File: config.mk
export PLATFORM = sky130hd
export DESIGN_NAME = pll_feed_guard
export DESIGN_NICKNAME = d
export VERILOG_FILES = /design/src/rtl/pll_guard_pkg.sv /design/src/rtl/pll_feed_seq.sv /design/src/rtl/pll_shadow_regs.sv /design/src/rtl/pll_commit_regs.sv /design/src/rtl/pll_feed_guard.sv
export SDC_FILE = /design/constraint.sdc
export NUM_CORES = 1
export LEC_CHECK = 0
export BUFFER_PORTS_ARGS = -buffer_cell sky130_fd_sc_hd__buf_2
export CAP_MARGIN = 40
export CORE_MARGIN = 2
export CORE_UTILIZATION = 40
export CTS_BUF_LIST = sky130_fd_sc_hd__clkbuf_2
export DETAILED_ROUTE_END_ITERATION = 12
export HOLD_SLACK_MARGIN = 0.15
export PLACE_DENSITY = 0.79
export SYNTH_ARGS = -nofsm -noshare
export SYNTH_HDL_FRONTEND = slang
export SYNTH_SLANG_ARGS = --single-unit
File: constraint.sdc
create_clock -name clk_i -period 1.3 [get_ports clk_i]
set_input_delay 0.13 -clock clk_i [delete_from_list [all_inputs] [get_ports clk_i]]
set_output_delay 0.13 -clock clk_i [all_outputs]
set_load 0.01 [all_outputs]
File: src/rtl/pll_guard_pkg.sv
`timescale 1ns/1ps
package pll_guard_pkg;
  typedef enum logic {FEED_IDLE, FEED_ARMED} feed_state_e;

  localparam logic [7:0] FEED_KEY1 = 8'hAA;
  localparam logic [7:0] FEED_KEY2 = 8'h55;

  localparam int CTRL_RUN_BIT  = 0;
  localparam int CTRL_CONN_BIT = 1;
  localparam int CFG_PDIV_LSB  = 16;
  localparam int STAT_RUN_BIT  = 24;
  localparam int STAT_CONN_BIT = 25;
  localparam int STAT_LOCK_BIT = 26;
endpackage

File: src/rtl/pll_feed_seq.sv
`timescale 1ns/1ps
module pll_feed_seq import pll_guard_pkg::*; #(
  parameter int              AW        = 8,
  parameter logic [AW-1:0]   FEED_ADDR = 'h08,
  parameter logic [AW-1:0]   WIN_LO    = 'h00,
  parameter logic [AW-1:0]   WIN_HI    = 'h1F
) (
  input  logic          clk_i,
  input  logic          rst_ni,
  input  logic [AW-1:0] addr_i,
  input  logic          wr_en_i,
  input  logic          rd_en_i,
  input  logic [7:0]    key_i,
  output logic          commit_o
);
  localparam logic [AW-1:0] WIN_SPAN = WIN_HI - WIN_LO;

  feed_state_e   state_q, state_d;
  logic          commit_d;
  logic [AW-1:0] win_off;
  logic          in_win, hit_feed, foreign;

  assign win_off  = addr_i - WIN_LO;
  assign in_win   = (win_off <= WIN_SPAN);
  assign hit_feed = (addr_i == FEED_ADDR);
  assign foreign  = (wr_en_i || rd_en_i) && in_win && !hit_feed;

  always_comb begin
    state_d  = state_q;
    commit_d = 1'b0;
    unique case (state_q)
      FEED_IDLE:
        if (wr_en_i && hit_feed && key_i == FEED_KEY1) state_d = FEED_ARMED;
      FEED_ARMED:
        if (wr_en_i && hit_feed) begin
          state_d  = FEED_IDLE;
          commit_d = (key_i == FEED_KEY2);
        end else if (foreign) begin
          state_d = FEED_IDLE;
        end
      default: state_d = FEED_IDLE;
    endcase
  end

  always_ff @(posedge clk_i or negedge rst_ni) begin
    if (!rst_ni) begin
      state_q  <= FEED_IDLE;
      commit_o <= 1'b0;
    end else begin
      state_q  <= state_d;
      commit_o <= commit_d;
    end
  end

  // commit only one cycle after a second key seen while armed
  p_commit_key2_r3: assert property (@(posedge clk_i) disable iff (!rst_ni)
    commit_o |-> $past(wr_en_i && hit_feed && key_i == FEED_KEY2));

  p_bad_key1_r4: assert property (@(posedge clk_i) disable iff (!rst_ni)
    (state_q == FEED_IDLE && wr_en_i && hit_feed && key_i != FEED_KEY1)
      |=> (state_q == FEED_IDLE && !commit_o));

  p_bad_key2_r5: assert property (@(posedge clk_i) disable iff (!rst_ni)
    (state_q == FEED_ARMED && wr_en_i && hit_feed && key_i != FEED_KEY2)
      |=> !commit_o);

  p_abort_r6: assert property (@(posedge clk_i) disable iff (!rst_ni)
    (state_q == FEED_ARMED && foreign) |=> (state_q == FEED_IDLE && !commit_o));
endmodule

File: src/rtl/pll_shadow_regs.sv
`timescale 1ns/1ps
module pll_shadow_regs #(
  parameter int                MUL_W    = 8,
  parameter int                PDIV_W   = 5,
  parameter logic [MUL_W-1:0]  MUL_DEF  = 'h10,
  parameter logic [PDIV_W-1:0] PDIV_DEF = 'h1
) (
  input  logic              clk_i,
  input  logic              rst_ni,
  input  logic              wr_ctrl_i,
  input  logic              wr_cfg_i,
  input  logic              run_i,
  input  logic              conn_i,
  input  logic [MUL_W-1:0]  mul_i,
  input  logic [PDIV_W-1:0] pdiv_i,
  output logic              pend_run_o,
  output logic              pend_conn_o,
  output logic [MUL_W-1:0]  pend_mul_o,
  output logic [PDIV_W-1:0] pend_pdiv_o
);
  always_ff @(posedge clk_i or negedge rst_ni) begin
    if (!rst_ni) begin
      pend_run_o  <= 1'b0;
      pend_conn_o <= 1'b0;
    end else if (wr_ctrl_i) begin
      pend_run_o  <= run_i;
      pend_conn_o <= conn_i;
    end
  end

  always_ff @(posedge clk_i or negedge rst_ni) begin
    if (!rst_ni) begin
      pend_mul_o  <= MUL_DEF;
      pend_pdiv_o <= PDIV_DEF;
    end else if (wr_cfg_i) begin
      pend_mul_o  <= mul_i;
      pend_pdiv_o <= pdiv_i;
    end
  end

  p_pend_hold_r2: assert property (@(posedge clk_i) disable iff (!rst_ni)
    !wr_cfg_i |=> ($stable(pend_mul_o) && $stable(pend_pdiv_o)));
endmodule

File: src/rtl/pll_commit_regs.sv
`timescale 1ns/1ps
module pll_commit_regs #(
  parameter int                MUL_W    = 8,
  parameter int                PDIV_W   = 5,
  parameter logic [MUL_W-1:0]  MUL_DEF  = 'h10,
  parameter logic [PDIV_W-1:0] PDIV_DEF = 'h1
) (
  input  logic              clk_i,
  input  logic              rst_ni,
  input  logic              commit_i,
  input  logic              lock_i,
  input  logic              pend_run_i,
  input  logic              pend_conn_i,
  input  logic [MUL_W-1:0]  pend_mul_i,
  input  logic [PDIV_W-1:0] pend_pdiv_i,
  output logic              run_o,
  output logic              conn_o,
  output logic [MUL_W-1:0]  mul_o,
  output logic [PDIV_W-1:0] pdiv_o
);
  always_ff @(posedge clk_i or negedge rst_ni) begin
    if (!rst_ni) begin
      run_o  <= 1'b0;
      conn_o <= 1'b0;
      mul_o  <= MUL_DEF;
      pdiv_o <= PDIV_DEF;
    end else if (commit_i) begin
      run_o  <= pend_run_i;
      // connect needs a running, locked PLL that stays enabled
      conn_o <= pend_conn_i && pend_run_i && run_o && lock_i;
      if (!run_o) begin
        mul_o  <= pend_mul_i;
        pdiv_o <= pend_pdiv_i;
      end
    end
  end

  p_hold_no_commit_r2: assert property (@(posedge clk_i) disable iff (!rst_ni)
    !commit_i |=> ($stable(run_o) && $stable(conn_o) && $stable(mul_o) && $stable(pdiv_o)));

  p_cfg_frozen_r7: assert property (@(posedge clk_i) disable iff (!rst_ni)
    run_o |=> ($stable(mul_o) && $stable(pdiv_o)));

  p_conn_legal_r8: assert property (@(posedge clk_i) disable iff (!rst_ni)
    $rose(conn_o) |-> ($past(run_o) && $past(lock_i)));

  p_conn_needs_run_r9: assert property (@(posedge clk_i) disable iff (!rst_ni)
    conn_o |-> run_o);
endmodule

File: src/rtl/pll_feed_guard.sv
`timescale 1ns/1ps
module pll_feed_guard import pll_guard_pkg::*; #(
  parameter int                AW        = 8,
  parameter int                DW        = 32,
  parameter int                MUL_W     = 8,
  parameter int                PDIV_W    = 5,
  parameter logic [AW-1:0]     CTRL_ADDR = 'h00,
  parameter logic [AW-1:0]     CFG_ADDR  = 'h04,
  parameter logic [AW-1:0]     FEED_ADDR = 'h08,
  parameter logic [AW-1:0]     STAT_ADDR = 'h0C,
  parameter logic [AW-1:0]     WIN_LO    = 'h00,
  parameter logic [AW-1:0]     WIN_HI    = 'h1F,
  parameter logic [MUL_W-1:0]  MUL_DEF   = 'h10,
  parameter logic [PDIV_W-1:0] PDIV_DEF  = 'h1
) (
  input  logic              clk_i,
  input  logic              rst_ni,
  input  logic [AW-1:0]     addr_i,
  input  logic              wr_en_i,
  input  logic              rd_en_i,
  input  logic [DW-1:0]     wdata_i,
  output logic [DW-1:0]     rdata_o,
  input  logic              lock_i,
  output logic              pll_run_o,
  output logic              pll_conn_o,
  output logic [MUL_W-1:0]  pll_mul_o,
  output logic [PDIV_W-1:0] pll_pdiv_o
);
  logic              commit;
  logic              pend_run, pend_conn;
  logic [MUL_W-1:0]  pend_mul;
  logic [PDIV_W-1:0] pend_pdiv;
  logic              wr_ctrl, wr_cfg;
  logic              unused_wdata;

  assign wr_ctrl      = wr_en_i && (addr_i == CTRL_ADDR);
  assign wr_cfg       = wr_en_i && (addr_i == CFG_ADDR);
  assign unused_wdata = ^wdata_i;

  pll_feed_seq #(
    .AW(AW), .FEED_ADDR(FEED_ADDR), .WIN_LO(WIN_LO), .WIN_HI(WIN_HI)
  ) u_feed (
    .clk_i    (clk_i),
    .rst_ni   (rst_ni),
    .addr_i   (addr_i),
    .wr_en_i  (wr_en_i),
    .rd_en_i  (rd_en_i),
    .key_i    (wdata_i[7:0]),
    .commit_o (commit)
  );

  pll_shadow_regs #(
    .MUL_W(MUL_W), .PDIV_W(PDIV_W), .MUL_DEF(MUL_DEF), .PDIV_DEF(PDIV_DEF)
  ) u_shadow (
    .clk_i       (clk_i),
    .rst_ni      (rst_ni),
    .wr_ctrl_i   (wr_ctrl),
    .wr_cfg_i    (wr_cfg),
    .run_i       (wdata_i[CTRL_RUN_BIT]),
    .conn_i      (wdata_i[CTRL_CONN_BIT]),
    .mul_i       (wdata_i[MUL_W-1:0]),
    .pdiv_i      (wdata_i[CFG_PDIV_LSB +: PDIV_W]),
    .pend_run_o  (pend_run),
    .pend_conn_o (pend_conn),
    .pend_mul_o  (pend_mul),
    .pend_pdiv_o (pend_pdiv)
  );

  pll_commit_regs #(
    .MUL_W(MUL_W), .PDIV_W(PDIV_W), .MUL_DEF(MUL_DEF), .PDIV_DEF(PDIV_DEF)
  ) u_commit (
    .clk_i       (clk_i),
    .rst_ni      (rst_ni),
    .commit_i    (commit),
    .lock_i      (lock_i),
    .pend_run_i  (pend_run),
    .pend_conn_i (pend_conn),
    .pend_mul_i  (pend_mul),
    .pend_pdiv_i (pend_pdiv),
    .run_o       (pll_run_o),
    .conn_o      (pll_conn_o),
    .mul_o       (pll_mul_o),
    .pdiv_o      (pll_pdiv_o)
  );

  always_comb begin
    rdata_o = '0;
    if (rd_en_i) begin
      if (addr_i == CTRL_ADDR) begin
        rdata_o[CTRL_RUN_BIT]  = pend_run;
        rdata_o[CTRL_CONN_BIT] = pend_conn;
      end else if (addr_i == CFG_ADDR) begin
        rdata_o[MUL_W-1:0]                = pend_mul;
        rdata_o[CFG_PDIV_LSB +: PDIV_W]   = pend_pdiv;
      end else if (addr_i == STAT_ADDR) begin
        rdata_o[MUL_W-1:0]                = pll_mul_o;
        rdata_o[CFG_PDIV_LSB +: PDIV_W]   = pll_pdiv_o;
        rdata_o[STAT_RUN_BIT]             = pll_run_o;
        rdata_o[STAT_CONN_BIT]            = pll_conn_o;
        rdata_o[STAT_LOCK_BIT]            = lock_i;
      end
    end
  end

  p_idle_read_zero_r10: assert property (@(posedge clk_i) disable iff (!rst_ni)
    !rd_en_i |-> (rdata_o == '0));
endmodule

==> results.py, run 1 <==
metrics = {
    "setup_path": {
        "r2r_slack_ps": 60,
        "critPathCaptureType": "output pin",
        "crit_fanout": 2,
        "cp_data_arrival_time_ps": 1250,
        "r2r-end": "u_commit.mul_o[6]",
        "cpPeakStageDelay_ps": 430,
        "crit_type": "reg -> out",
        "crit_path_cell_trace": "mux2i_1 -> o21a_1 -> nor2_1 -> buf_2",
        "worst_setup_path_start_kind": "flop",
        "crit_required_ps": 1170,
        "r2r_start": "u_commit.run_o",
        "cp_slowest_cell": "dfrtp_1",
        "worst_r2r_path_depth": 3,
    },
    "yosys": {
        "syn_area_mm2": 0.00177,
        "synth_area_leaders": "dfrtp_1 40%, mux2_2 12%, mux2_4 8.5%",
        "synth_cell_types": 28,
        "yosys.area.top_type": "dfrtp_1",
        "ys_seq_area_share_pct": 45.5,
        "synth_cells": 143,
        "ys_ff_latch": 32,
        "yosys_warnings": 0,
        "synth_top_area_share_pct": 39.6,
        "syn_area_per_cell_um2": 12.4,
    },
    "sta": {
        "min_period_ps": 1380,
        "skew_ps": 19.6,
        "layout_setup_ws_ps": -78.1,
        "rsz0062_at_grt": "yes",
        "finalHoldViolCount": 0,
        "tns_ps": -219,
        "fmax_mhz": 726,
        "final-setup-viol-count": 4,
        "drv_slew": 0,
        "period_share_pct": 106,
    },
    "layout": {
        "nets": 292,
        "area_growth_pct": 41.8,
        "n_antenna_cell": 0,
        "design_area_mm2": 0.00251,
        "drive_gt1_share_pct": 53.6,
        "utilization_pct": 58.4,
    },
    "die": {
        "fp.dieW_um": 70.5,
        "rows": 24,
        "start_util_pct": 41.2,
        "die_height_um": 70.5,
        "dieArea_mm2": 0.00497,
        "io_pins": 92,
        "core_area_mm2": 0.00429,
    },
    "place": {
        "routabilityCongestion": 0.769,
        "io_buffer_count": 56,
        "dpl_cell_area_mm2": 0.00211,
        "dpl.hpwl_um": 2830,
    },
    "power": {
        "pwr-share-clk_pct": 34.1,
        "cellLeakagePower_nw": 1.38,
        "sw_frac_of_total_pct": 24.4,
        "comb_power_share_pct": 13.7,
        "intPower_w": 0.00150,
        "p_seq_share_pct": 52.2,
        "power.density_mw_per_mm2": 790,
        "p_sw_w": 0.000483,
        "vdd_drop_max_uv": 753,
        "p_total_w": 0.00198,
    },
    "grt": {
        "antenna_found_initial": 0,
        "grt_pass1_vias": 1385,
        "grt_pass1_wl_um": 6340,
        "grt_util_all_layers_pct": 16.4,
        "grt_max_degree": 22,
        "grt_overflow_total": 0,
    },
    "route": {
        "drt-total-wl_um": 3980,
        "antenna_left": 0,
        "vias": 1425,
        "routedWlPerCell_um": 13.3,
        "route.detailed.drc": 0,
        "dr.first_iter.drc_count": 30,
        "firstDrtPassIters": 2,
        "via_per_inst": 4.75,
    },
    "hold_path": {
        "hold_start": "addr_i[2]",
        "hold_class": "in -> reg",
        "hold_depth": 4,
        "min_to": "u_feed.state_q",
    },
    "status": {
        "outcome": "finished with violations",
        "violations": "negative setup slack",
    },
    "clocking": {
        "clock_path_buffers": 2,
        "clkLatencyLatePin_ps": 380,
        "clock-root-buffer": "clkbuf_2",
        "cts_tree": "done",
        "htreeDepth": 2,
        "cts.clk_slew.worst_paths_ps": 180,
        "cts_sinks": 32,
        "cts_made_buffers": 5,
    },
    "job": {
        "maxCapViolations": 0,
    },
}
sequential cells by signal, indices dropped and copies added, names as in the netlist:
register              count
u_commit.mul_o            8
u_shadow.pend_mul_o       8
u_commit.pdiv_o           5
u_shadow.pend_pdiv_o      5
u_commit.conn_o           1
u_commit.run_o            1
u_feed.commit_o           1
u_feed.state_q            1
u_shadow.pend_conn_o      1
u_shadow.pend_run_o       1
placed cells by master, fill, tap and decap left out, drive strengths merged, types with 2 or more instances in the layout:
master | synthesis | final
buf | 21 | 87
mux2 | 29 | 29
dfrtp | 28 | 28
dlygate4sd3 | 0 | 17
conb | 1 | 16
nor2 | 15 | 15
mux2i | 14 | 14
clkbuf | 1 | 6
nand4 | 6 | 6
dfstp | 4 | 4
and3 | 3 | 3
nand3 | 3 | 3
nor4bb | 3 | 3
nor3 | 2 | 2
o21a | 2 | 2
nor2b | 2 | 2
per-stage QoR:
| stage | setup slack, ps | hold slack, ps | cells |
|---|---|---|---|
| floorplan | 41.4 | -166 | 158 |
| global placement | 10.5 | 116 | 255 |
| detailed placement | -8.11 | 121 | 255 |
| CTS | -77.7 | 200 | 287 |
| global route | -181 | 197 | 300 |
| finish | -78.1 | 192 | 300 |
logic make-up after synthesis:
logic type             synth area share [%]
buffers and inverters                  8.98
other                                 0.212
AND/OR/NAND/NOR                        14.9
AO/OA/AOI/OAI                          1.84
multiplexers                           28.5
flip-flops                             45.5
layout make-up:
cell class                 count  area (um2)
clock inverter                 2        35.0
inverter                       1        3.75
clock buffer                   6        30.0
fill                         348        1790
multi-input combinational    103         863
tap                           52        65.1
timing repair buffer         104         706
sequential                    32         806
timing repair:
action / in CTS / in global routing
hold buffers: 17 / 0
endpoints found under the setup margin: 7 / 17
hold endpoints to repair: 50 / 0
setup buffers: 7 / 13
gates resized for setup: 0 / 2
pin swaps: 1 / 1
gates cloned: 0 / 0
Yosys cell counts:
library cell and n:
o21a_1 2, nor3_4 2, nand3b_1 1, nor3b_1 1, o221ai_1 1, nor2b_1 2, buf_2 4, nor4bb_1 3
dfstp_2 4, mux2i_1 14, nand3_1 3, o2bb2ai_1 1, and4_1 1, buf_6 1, mux2_4 10, nor2_1 15
and3_1 3, clkbuf_1 1, dfrtp_1 28, nand4_1 5, and2b_1 1, nand4_4 1, conb_1 1, or3b_2 1
buf_4 16, or3_1 1, inv_1 1, mux2_2 19
routing by layer:
| layer | up-vias | GRT usage [%] | share of wire, % |
|---|---|---|---|
| met4 | 0 | 5.34 | 1.2 |
| met2 | 37 | 29.2 | 52 |
| met5 | - | 0 | 0 |
| li1 | 684 | - | - |
| met1 | 697 | 19.3 | 42 |
| met3 | 7 | 4.18 | 4.1 |
how the worst max path moves through the flow:
stage          slack (ps)                      end              startpoint  depth (start not counted)
2_1_floorplan          40        u_commit.mul_o[3]          u_commit.run_o                          3
3_3_place_gp           10  u_shadow.pend_pdiv_o[2]               addr_i[4]                          5
3_5_place_dp           -8              rdata_o[17]               addr_i[4]                          6
4_1_cts               -80               rdata_o[1]  u_shadow.pend_mul_o[1]                          4
5_1_grt              -180               rdata_o[1]  u_shadow.pend_mul_o[1]                          4
6_report              -80               rdata_o[1]  u_shadow.pend_mul_o[1]                          4
power groups by stage:
stage | clock network (W) | registers (W) | logic [W]
after global placement | 0 | 0.00105 | 0.000193
after global routing | 0.000740 | 0.00104 | 0.000297
after floorplan | 0 | 0.00105 | 0.000136
after CTS | 0.000689 | 0.00104 | 0.000254
after detailed placement | 0 | 0.00106 | 0.000200
final | 0.000676 | 0.00104 | 0.000272
critical path: cells and delay by family (launching register included):
kind	cells	cell delay (ps)
mux	1	140
buf+inv	1	130
compound gates	1	130
flops	1	430
simple gates	1	40
Note: power is estimated with default switching activity, not from simulation.
==> run 2, diff against run 1 <==
--- a/config.mk
+++ b/config.mk
@@ -7,2 +7,3 @@
 export LEC_CHECK = 0
+export ABC_CLOCK_PERIOD_IN_PS = 1300
 export BUFFER_PORTS_ARGS = -buffer_cell sky130_fd_sc_hd__buf_2
--- a/constraint.sdc
+++ b/constraint.sdc
@@ -3,2 +3,2 @@
 set_output_delay 0.13 -clock clk_i [all_outputs]
-set_load 0.01 [all_outputs]
+set_load 0.05 [all_outputs]
==> run 2 against run 1 <==
Effect of this change: clock power fell by 30%; first-iteration DRC count rose by 20%; largest cell class unchanged; sequential share of layout area fell by 3.4 points; power fell by 5.1%; critical path type unchanged; utilization rose by 7.1 points; the run still ends with negative setup slack left; critical path depth fell by 1.
==> results.py, run 2 (synthesized netlist as in run 1, its figures left out) <==
metrics = {
    "status": {
        "outcome": "finished with violations",
        "violations": "negative setup slack",
    },
    "route": {
        "met3WireLength_um": 163,
        "antenna_left": 0,
        "route.detailed.drc": 0,
        "drt-total-wl_um": 4180,
        "wl_met1_um": 1700,
        "routedWlPerCell_um": 13.9,
        "maxUsedRoutingLayer": "met4",
        "met2_length_um": 2280,
        "dr.first_iter.drc_count": 36,
        "vias": 1432,
        "firstDrtPassIters": 4,
        "via_per_inst": 4.77,
    },
    "die": {
        "die_height_um": 70.5,
        "rows": 24,
        "fp.dieW_um": 70.5,
        "core_area_mm2": 0.00429,
        "start_util_pct": 41.2,
        "dieArea_mm2": 0.00497,
        "io_pins": 92,
    },
    "place": {
        "routabilityCongestion": 0.738,
        "io_buffer_count": 56,
        "dpl_cell_area_mm2": 0.00222,
        "dpl.hpwl_um": 2770,
    },
    "setup_path": {
        "critPathCaptureType": "output pin",
        "cpPeakStageDelay_ps": 600,
        "crit_required_ps": 1170,
        "crit_path_cell_trace": "mux2i_4 -> nor2_4 -> buf_6",
        "path_buf_inv": 1,
        "crit_fanout": 3,
        "cp_slowest_cell": "dfstp_2",
        "crit_type": "reg -> out",
        "worst_setup_path_start_kind": "flop",
        "cp_data_arrival_time_ps": 1290,
        "crit_family": "flip-flops",
    },
    "clocking": {
        "cts_made_buffers": 5,
        "cts.clk_slew.worst_paths_ps": 160,
        "cts_sinks": 32,
        "htreeDepth": 2,
        "clock_path_buffers": 2,
        "clock-root-buffer": "clkbuf_2",
        "clkLatencyLatePin_ps": 370,
        "cts_tree": "done",
    },
    "power": {
        "power.density_mw_per_mm2": 669,
        "cellLeakagePower_nw": 1.36,
        "vdd_drop_max_uv": 587,
    },
    "grt": {
        "grt_pass1_vias": 1536,
        "grt_pass1_wl_um": 7050,
        "grt_util_all_layers_pct": 18.4,
        "grt_overflow_total": 0,
        "antenna_found_initial": 0,
        "grt_max_degree": 26,
    },
    "sta": {
        "hold-worst-slack_ps": 223,
        "fmax_mhz": 705,
        "rsz0062_at_grt": "yes",
        "finalHoldViolCount": 0,
        "layout_setup_ws_ps": -118,
        "skew_ps": 14.2,
        "worst_slew_pin_slew_ps": 557,
        "period_share_pct": 109,
        "min_period_ps": 1420,
        "slew-limit-headroom_pct": 62.8,
        "final-setup-viol-count": 14,
        "drv_slew": 0,
    },
    "layout": {
        "nets": 292,
        "n_antenna_cell": 0,
        "area_growth_pct": 59.0,
        "drive_gt1_share_pct": 64.5,
        "design_area_mm2": 0.00281,
        "layout_commonest_cell": "buf_2",
        "reg_top3": "u_commit.mul_o x8, u_shadow.pend_mul_o x8",
        "final_cell_mix": "32 x buf_2, 29 x buf_4, 27 x dfrtp_1, 22 x buf_6, 19 x mux2_2",
    },
    "job": {
        "maxCapViolations": 0,
    },
    "hold_path": {
        "hold_class": "in -> reg",
    },
}
## run 2: changes by cell type in the layout (fill, tap and decap cells not counted), sizes merged
cell / change
buf: -1
bufinv: -1
clkbuf: +1
dlygate4sd3: +1
## run 2: layout make-up
| class | instances | area, um2 |
|---|---|---|
| well taps | 52 | 65.1 |
| repair buffers | 104 | 861 |
| flip-flops and latches | 32 | 807 |
| fillers | 331 | 1480 |
| multi-input cells | 103 | 1040 |
| inverters | 1 | 3.75 |
| clock buffers | 7 | 35.0 |
| clock inverters | 1 | 3.75 |
## run 2: path summary, 6_finish.rpt
check	from	endpoint	slack, ps	cells past startpoint
max in group asynchronous	rst_ni	u_commit.mul_o[7]	540	3
worst max-delay path	u_commit.pdiv_o[0]	rdata_o[16]	-120	3
worst min register to register	u_feed.state_q	u_feed.state_q	520	1
worst max register to register	u_commit.run_o	u_commit.mul_o[2]	90	3
min in group asynchronous	rst_ni	u_commit.mul_o[3]	260	2
worst min-delay path	addr_i[2]	u_feed.commit_o	220	4
## run 2: power by group
| group | switching [W] | leakage [nW] | internal (W) |
|---|---|---|---|
| Sequential | 0.0000174 | 0.423 | 0.00102 |
| Combinational | 0.000218 | 0.903 | 0.000155 |
| Clock | 0.000326 | 0.0306 | 0.000144 |
| Total | 0.000562 | 1.36 | 0.00132 |
## run 2: layer usage
metal	vias to the layer above	GRT usage (%)
met4	0	5.77
met3	3	5.48
met2	37	32.7
li1	693	-
met5	-	0
met1	699	21.4
## run 2: worst min-delay path, stage by stage
cell and delay (ps):
buf_2 190, nor2b_1 80, nand4_1 110, nor2_1 50
## run 2: timing repair
action,CTS,global route
setup endpoints to repair,18,25
gates resized for setup,45,26
hold endpoints to repair,50,1
hold buffers,17,1
buffers inserted,18,2
pin swaps,11,2
## run 2: through the flow
| step | utilization (%) | instances | setup TNS (ps) | power (W) | setup slack (ps) |
|---|---|---|---|---|---|
| 6_report | 65.5 | 300 | -736 | 0.00188 | -118 |
| 5_1_grt | 65.5 | 300 | -2080 | 0.00198 | -247 |
| 3_3_place_gp | 51.6 | 254 | -994 | 0.00133 | -86.1 |
| 4_1_cts | 63.1 | 297 | -921 | 0.00189 | -146 |
| 3_5_place_dp | 51.6 | 254 | -1300 | 0.00134 | -84.5 |
| 2_1_floorplan | - | 158 | -648 | 0.00128 | -113 |
==> run 3, diff against run 2 <==
Settings changed: ABC_CLOCK_PERIOD_IN_PS 1300 to 1400, PLACE_DENSITY 0.79 to 0.76.
Clock period 1.3 ns to 1.4 ns, I/O delays scaled along.
==> run 3 against run 2 <==
Effect of this change: the flow still finishes with violations (negative setup slack); cell count fell by 2.7%; final area shrank 11%; worst hold slack got worse by 23 ps; wire length fell by 4.5%; global-route usage down 2.0 points; combinational power shrank 16%; setup slack better by 75 ps; non-clock buffer count down 8; first-iteration DRC count down 19%; clock power down 4%; clock skew grew 9.4 ps; critical path type unchanged.
==> results.py, run 3 (synthesized netlist as in run 1, its figures left out) <==
metrics = {
    "job": {
        "maxCapViolations": 0,
    },
    "power": {
        "p_sw_w": 0.000517,
        "pwr-share-clk_pct": 26.1,
        "p_seq_share_pct": 55.7,
        "intPower_w": 0.00121,
        "p_total_w": 0.00173,
        "vdd_drop_max_uv": 441,
        "comb_power_share_pct": 18.2,
        "sw_frac_of_total_pct": 29.9,
        "cellLeakagePower_nw": 1.33,
        "power.density_mw_per_mm2": 694,
    },
    "setup_path": {
        "crit_type": "reg -> out",
        "crit_fanout": 3,
        "r2r_start": "u_feed.commit_o",
        "cp_data_arrival_time_ps": 1300,
        "critPathCaptureType": "output pin",
        "startpoint": "u_shadow.pend_conn_o",
        "worst_setup_path_start_kind": "flop",
        "crit_required_ps": 1260,
    },
    "clocking": {
        "clock-root-buffer": "clkbuf_2",
        "htreeDepth": 2,
        "clkLatencyLatePin_ps": 380,
        "cts_made_buffers": 5,
        "cts_sinks": 32,
        "clock_path_buffers": 2,
        "cts_tree": "done",
        "cts.clk_slew.worst_paths_ps": 170,
    },
    "grt": {
        "grt_max_degree": 22,
        "grt_util_all_layers_pct": 16.5,
        "grt_pass1_vias": 1373,
        "grt_overflow_total": 0,
        "antenna_found_initial": 0,
        "grt_pass1_wl_um": 6370,
    },
    "place": {
        "io_buffer_count": 56,
        "routabilityCongestion": 0.747,
        "dpl.hpwl_um": 2750,
        "dpl_cell_area_mm2": 0.00212,
    },
    "sta": {
        "finalHoldViolCount": 0,
        "min_period_ps": 1440,
        "final-setup-viol-count": 4,
        "fmax_mhz": 693,
        "period_share_pct": 103,
        "drv_slew": 0,
        "rsz0062_at_grt": "yes",
        "skew_ps": 23.6,
        "layout_setup_ws_ps": -43.9,
    },
    "route": {
        "vias": 1408,
        "antenna_left": 0,
        "firstDrtPassIters": 4,
        "route.detailed.drc": 0,
        "drt-total-wl_um": 3990,
        "routedWlPerCell_um": 13.7,
        "dr.first_iter.drc_count": 29,
        "via_per_inst": 4.82,
    },
    "die": {
        "dieArea_mm2": 0.00497,
        "die_height_um": 70.5,
        "io_pins": 92,
        "core_area_mm2": 0.00429,
        "fp.dieW_um": 70.5,
        "start_util_pct": 41.2,
        "rows": 24,
    },
    "status": {
        "violations": "negative setup slack",
        "outcome": "finished with violations",
    },
    "layout": {
        "design_area_mm2": 0.00249,
        "utilization_pct": 58.0,
        "n_antenna_cell": 0,
        "drive_gt1_share_pct": 52.9,
        "reg_top3": "u_commit.mul_o x8, u_shadow.pend_mul_o x8",
        "final_cell_mix": "42 x buf_2, 27 x dfrtp_1, 26 x buf_4, 19 x mux2_2, 18 x dlygate4sd3_1",
        "area_growth_pct": 40.9,
        "nets": 284,
        "fillers": 365,
        "layout_commonest_cell": "buf_2",
    },
    "hold_path": {
        "hold_class": "in -> reg",
        "hold_start": "rd_en_i",
    },
}
==> run 3: cell types whose count changed in the layout (fill, tap and decap cells not counted), moves of 3 or more <==
cell,delta
buf_6,-14
mux2i_1,+11
nor2_1,+11
nor2_4,-11
buf_2,+10
mux2i_2,-9
buf_4,-3
==> run 3: layer usage <==
metal | vias up | GRT usage (%) | wire length (um)
li1 | 668 | - | -
met1 | 688 | 20.4 | 1740
met2 | 44 | 26.6 | 1960
met3 | 8 | 4.33 | 224
met4 | 0 | 8.12 | 69
met5 | - | 0 | 0
==> run 3: per-stage QoR <==
step | hold WS [ps] | setup TNS (ps) | worst slack [ps] | cells
global route | 197 | -491 | -126 | 292
floorplan | -156 | -2250 | -206 | 158
detailed placement | 122 | 0 | 20.3 | 254
CTS | 179 | -211 | -77.1 | 283
global placement | 123 | 0 | 21.3 | 254
finish | 200 | -99.2 | -43.9 | 292
==> run 3: what timing repair did <==
action                                  CTS  global route
setup buffers                             3             9
cloned                                    0             0
gates resized for setup                   8            23
hold endpoints to repair                 48             0
endpoints found under the setup margin    4            14
hold buffers                             18             0
pin swaps                                 1             2
==> run 3: critical path, stage by stage, from the launching register on <==
cell and delay [ps]:
dfrtp_1 430, mux2i_1 140, o21a_1 170, nor2_4 40, buf_6 150
==> run 3: power groups by stage <==
stage	registers, W	clock network [W]	logic, W
global route	0.000965	0.000498	0.000337
finish	0.000963	0.000451	0.000315
global placement	0.000979	0	0.000253
floorplan	0.000975	0	0.000204
detailed placement	0.000980	0	0.000257
CTS	0.000962	0.000470	0.000302
==> run 3: worst paths after layout <==
kind                                            to  slack (ps)  cells past startpoint
hold reg to reg                     u_feed.state_q         520                      1
setup reg to reg                 u_commit.mul_o[3]         150                      3
hold / removal                      u_feed.state_q         200                      3
max in group asynchronous  u_shadow.pend_pdiv_o[0]         600                      3
min in group asynchronous     u_shadow.pend_conn_o         230                      2
setup / recovery                        rdata_o[1]         -40                      4
==> run 3: area by class of cell <==
class / instances / area (um2) / share of cell area (%)
multi-input combinational: 103 / 873 / 35.0
clock buffer: 7 / 35.0 / 1.41
tap: 52 / 65.1 / 2.61
sequential: 32 / 807 / 32.4
clock inverter: 1 / 5.00 / 0.201
inverter: 1 / 3.75 / 0.151
timing repair buffer: 96 / 703 / 28.2
